===== src/rtl/pfm_mode_pkg.sv =====
package pfm_mode_pkg;
   typedef enum logic {
      MODE_PWM  = 1'b0,
      MODE_HYST = 1'b1
   } op_mode_e;
endpackage


===== src/rtl/pol_run_cnt.sv =====
// Counts consecutive strobed samples that match a target polarity.
module pol_run_cnt #(
   parameter int RUN_LEN = 8
) (
   input  logic clk,
   input  logic rst_n,
   input  logic stb,
   input  logic sample,
   input  logic target,
   input  logic clear,
   output logic done
);
   localparam int CW = $clog2(RUN_LEN + 1);

   logic [CW-1:0] cnt_q;
   logic          hit;
   logic          last;

   assign hit  = stb && (sample == target);
   assign last = (cnt_q == CW'(RUN_LEN - 1));
   assign done = !clear && hit && last;

   always_ff @(posedge clk) begin
      if (!rst_n) begin
         cnt_q <= '0;
      end else if (clear) begin
         cnt_q <= '0;
      end else if (stb) begin
         if (!hit || last) cnt_q <= '0;
         else              cnt_q <= cnt_q + CW'(1);
      end
   end
endmodule


===== src/rtl/hyst_req_gen.sv =====
// Hysteretic high-side request and latched low-side release.
module hyst_req_gen (
   input  logic clk,
   input  logic rst_n,
   input  logic active,
   input  logic set_lo,
   input  logic clr_hi,
   input  logic rev_det,
   output logic hs_req,
   output logic rev_hold
);
   always_ff @(posedge clk) begin
      if (!rst_n || !active) begin
         hs_req   <= 1'b0;
         rev_hold <= 1'b0;
      end else begin
         if (set_lo)      hs_req <= 1'b1;
         else if (clr_hi) hs_req <= 1'b0;
         if (hs_req)       rev_hold <= 1'b0;
         else if (rev_det) rev_hold <= 1'b1;
      end
   end
endmodule


===== src/rtl/blank_timer.sv =====
// Holds busy for LEN clocks after a start pulse.
module blank_timer #(
   parameter int LEN = 2
) (
   input  logic clk,
   input  logic rst_n,
   input  logic start,
   output logic busy
);
   generate
      if (LEN == 1) begin : g_flop
         logic b_q;
         always_ff @(posedge clk) begin
            if (!rst_n) b_q <= 1'b0;
            else        b_q <= start;
         end
         assign busy = b_q;
      end else begin : g_count
         localparam int TW = $clog2(LEN + 1);
         logic [TW-1:0] t_q;
         always_ff @(posedge clk) begin
            if (!rst_n)         t_q <= '0;
            else if (start)     t_q <= TW'(LEN);
            else if (t_q != '0) t_q <= t_q - TW'(1);
         end
         assign busy = (t_q != '0);
      end
   endgenerate
endmodule


===== src/rtl/pfm_mode_ctrl.sv =====
module pfm_mode_ctrl
   import pfm_mode_pkg::*;
#(
   parameter int DEB_CYC   = 8,
   parameter int BLANK_CYC = 2
) (
   input  logic clk,
   input  logic rst_n,
   input  logic cyc_stb,
   input  logic sw_pos,
   input  logic fb_below_lo,
   input  logic fb_above_hi,
   input  logic fb_droop,
   input  logic force_pwm,
   input  logic ss_done,
   input  logic pwm_duty,
   input  logic ls_rev,
   output logic mode_hyst,
   output logic hs_drive,
   output logic ls_on,
   output logic both_off
);
   generate
      if (DEB_CYC < 2) begin : g_bad_deb
         $error("DEB_CYC must be at least 2");
      end
      if (BLANK_CYC < 1) begin : g_bad_blank
         $error("BLANK_CYC must be at least 1");
      end
   endgenerate

   op_mode_e mode_q;
   logic     in_hyst;
   logic     allow;
   logic     run_clear;
   logic     run_done;
   logic     go_hyst;
   logic     go_pwm;
   logic     change;
   logic     hreq;
   logic     rev_hold;

   assign in_hyst   = (mode_q == MODE_HYST);
   assign allow     = !force_pwm && ss_done;
   assign run_clear = in_hyst ? (fb_droop || !allow) : !allow;

   pol_run_cnt #(.RUN_LEN(DEB_CYC)) u_run (
      .clk    (clk),
      .rst_n  (rst_n),
      .stb    (cyc_stb),
      .sample (sw_pos),
      .target (!in_hyst),
      .clear  (run_clear),
      .done   (run_done)
   );

   assign go_hyst = !in_hyst && run_done;
   assign go_pwm  = in_hyst && (run_done || fb_droop || !allow);
   assign change  = go_hyst || go_pwm;

   always_ff @(posedge clk) begin
      if (!rst_n)       mode_q <= MODE_PWM;
      else if (go_hyst) mode_q <= MODE_HYST;
      else if (go_pwm)  mode_q <= MODE_PWM;
   end

   hyst_req_gen u_req (
      .clk      (clk),
      .rst_n    (rst_n),
      .active   (in_hyst && !change),
      .set_lo   (fb_below_lo),
      .clr_hi   (fb_above_hi),
      .rev_det  (ls_rev),
      .hs_req   (hreq),
      .rev_hold (rev_hold)
   );

   blank_timer #(.LEN(BLANK_CYC)) u_blank (
      .clk   (clk),
      .rst_n (rst_n),
      .start (change),
      .busy  (both_off)
   );

   always_comb begin
      if (both_off) begin
         hs_drive = 1'b0;
         ls_on    = 1'b0;
      end else if (in_hyst) begin
         hs_drive = hreq;
         ls_on    = !hreq && !ls_rev && !rev_hold;
      end else begin
         hs_drive = pwm_duty;
         ls_on    = !pwm_duty;
      end
   end

   assign mode_hyst = in_hyst;
endmodule


===== config.mk =====
export PLATFORM = sky130hd
export DESIGN_NAME = pfm_mode_ctrl
export DESIGN_NICKNAME = d
export VERILOG_FILES = /design/src/rtl/pfm_mode_pkg.sv /design/src/rtl/pol_run_cnt.sv /design/src/rtl/hyst_req_gen.sv /design/src/rtl/blank_timer.sv /design/src/rtl/pfm_mode_ctrl.sv
export SDC_FILE = /design/constraint.sdc
export NUM_CORES = 1
export LEC_CHECK = 0
export CAP_MARGIN = 20
export CORE_MARGIN = 5
export CORE_UTILIZATION = 35
export CTS_CLUSTER_SIZE = 30
export DETAILED_ROUTE_END_ITERATION = 10
export DONT_BUFFER_PORTS = 1
export PLACE_DENSITY = 0.61
export SKIP_CTS_REPAIR_TIMING = 1
export SYNTH_ARGS = -nofsm -noshare
export SYNTH_HDL_FRONTEND = slang
export SYNTH_SLANG_ARGS = --single-unit

===== constraint.sdc =====
create_clock -name clk -period 1.4 [get_ports clk]
set_input_delay 0.28 -clock clk [delete_from_list [all_inputs] [get_ports clk]]
set_output_delay 0.28 -clock clk [all_outputs]
set_load 0.05 [all_outputs]

==> flow_summary.toml <==
[placement]
io_buffer_count = 0
dpl_cell_area_sq_um = 568.0
dp_cells = 70
place_hpwl_um = 769.5
place_ws_ps = 63.17
routabilityCongestion = 0.7435

[worst_setup_path]
cp_max_fo = 2
cp.required_ps = 1120
critPathArrivalTime_ps = 1120
crit_chain = "nor3_2, a21oi_2, nor2_4, buf_12"
critPathCaptureType = "primary output"
worst-path-buf-inv = 1
critPathKind = "register to primary output"
crit_path_top_delay_cell = "dfxtp_2"
max_stage_delay_ps = 320
cpLargestDelayFamily = "flip-flops"
start_kind = "register"

[die]
core-area_sq_um = 1318
start_util = 0.3770
fp.dieH_um = 47.67
io_pins = 15
num_rows = 13
dieArea_sq_um = 2272
die_x_um = 47.67

[detailed_routing]
drt_iter0_drc = 8
wl_um = 1077
via_per_inst = 5.450
vias = 436
detail_route.wl_per_cell_um = 13.46
drc_errors = 0
drt_pass1_iterations = 3
ant_nets = 0

[final_layout]
num_antenna_cells = 0
utilization = 0.5071
drive_gt1_frac = 0.3846
synthToLayoutAreaGrowth_pct = 34.51
final_area_sq_um = 668.1
fin_nets = 78
instances_no_fill = 80

[timing]
finalHoldViolations = 0
slew_headroom = 0.7543
final.period_utilization = 0.9994
grt_setup_unrepaired = "yes"
hold_ws_ps = 140.1
fin_crit_ps = 1399
slew_viol_final = 0
setup_ws_ps = 0.8775
clock_skew_ps = 4.580
setup_viol = 0
fmax_mhz = 714.7
tightestPinTransition_ps = 367.3
fin_setup_tns_ps = 0

[yosys]
synth_fp_nets = 65
ys.flop_type = "dfxtp_1"
syn_inst = 53
ys_top_cells_by_area = "dfxtp_1, nand4b_1, a21oi_1, mux2i_1, nand2b_1"
synth-seq-cells = 9
synth_edf_count = 0
synth_top_area_cell = "dfxtp_1"
synth.distinct_cells = 30
yosys.area.top_type_share = 0.3627
ys_warn_count = 0
syn_area_sq_um = 496.7
synth_most_common_cell = "dfxtp_1"
ys_seq_area_frac = 0.3627
async_flop_share = 0
synth_common_cells = "dfxtp_1, nor2_1, a21oi_1"
postSynthAreaPerCell_sq_um = 9.372

[global_route]
grt_pass1_vias = 394
grt_pass1_wl_um = 1559
grt_max_degree = 12
antenna_found_initial = 0
overflow = 0
track_usage = 0.1022

[clocking]
path_clk_slew_ps = 60
cts_sinks = 9
worstSkewPairLatency_ps = 260
cts_tree = "yes"
cts_root_buffer = "clkbuf_4"
htreeDepth = 1
cts_buffers = 3
clock_path_buffers = 2

[power]
ir_worst_vdd_v = 0.0004742
power_density_nw_per_um2 = 768.9
p_leak_nw = 0.2581
p_total_mw = 0.5137

[status]
status = "finished, final reports clean"

[worst_hold_path]
hold_class = "input pin to register"

[job]
maxCapViolations = 0
-- worst register-to-register path, cell delays in order, from the launching register on --
cell and delay [ps]:
dfxtp_1 370, ha_2 220, nand4b_1 180, nor4b_2 310
o31a_1 180
-- layout by cell type, fill, tap and decap left out, drive strengths merged --
cell | synthesis | final
nor2 | 5 | 5
nand2 | 2 | 2
nor3 | 2 | 2
o31a | 1 | 1
a31oi | 1 | 1
nor3b | 1 | 1
xor2 | 1 | 1
and2 | 1 | 1
o21bai | 1 | 1
inv | 1 | 1
nor4b | 3 | 3
clkbuf | 0 | 5
o211ai | 1 | 1
nor4 | 1 | 1
xnor2 | 1 | 1
and3 | 1 | 1
ha | 1 | 1
nand2b | 3 | 3
buf | 2 | 9
a21oi | 4 | 4
o21a | 1 | 1
nand3b | 1 | 1
nand4 | 1 | 1
dfxtp | 9 | 9
o211a | 1 | 1
or2 | 1 | 1
a41oi | 1 | 1
nand4b | 3 | 3
mux2i | 2 | 2
-- kinds of logic after synthesis --
kind of cell	Yosys count	synth area share
AO/OA/AOI/OAI	11	0.1537
XOR/XNOR	2	0.05039
adder cells (fa/ha/maj)	1	0.02518
buffers and inverters	3	0.04534
flip-flops	9	0.3627
multiplexers	2	0.04030
AND/OR/NAND/NOR	25	0.3225
-- report_power, final --
part	switching, mW	internal (mW)	total [mW]
Combinational	0.0278	0.0284	0.0562
Sequential	0.000492	0.255	0.255
Clock	0.0925	0.110	0.202
Total	0.121	0.393	0.514
-- sequential cells by signal (all words and copies together) (netlist names) --
register and flops:
u_blank.g_count.t_q 2, mode_hyst 1, u_req.hs_req 1, u_run.cnt_q 4
u_req.rev_hold 1
-- routing by layer --
metal / vias up / GRT usage / wire length [um]
met5: - / 0 / 0
met4: 0 / 0.06452 / 19
met3: 4 / 0.04887 / 78
met2: 10 / 0.1631 / 562
met1: 197 / 0.1079 / 416
li1: 225 / - / -
-- layout make-up --
type                    instances  area [sq um]
clock buffers                   4         26.28
fillers                       129         649.4
inverters                       1         3.754
multi-input cells              41         335.3
flip-flops and latches          9         186.4
well taps                      15         18.77
repair buffers                 10         97.59
-- path summary, 6_finish.rpt --
kind / slack, ps / startpoint / endpoint / depth (start not counted)
setup / recovery: 0.9 / u_req.rev_hold / ls_on / 4
hold / removal: 140 / rst_n / u_blank.g_count.t_q[1] / 1
setup reg to reg: 90 / u_run.cnt_q[0] / u_blank.g_count.t_q[1] / 4
hold reg to reg: 440 / u_blank.g_count.t_q[0] / u_blank.g_count.t_q[0] / 1
No activity file was read; power rests on OpenSTA's default activity.
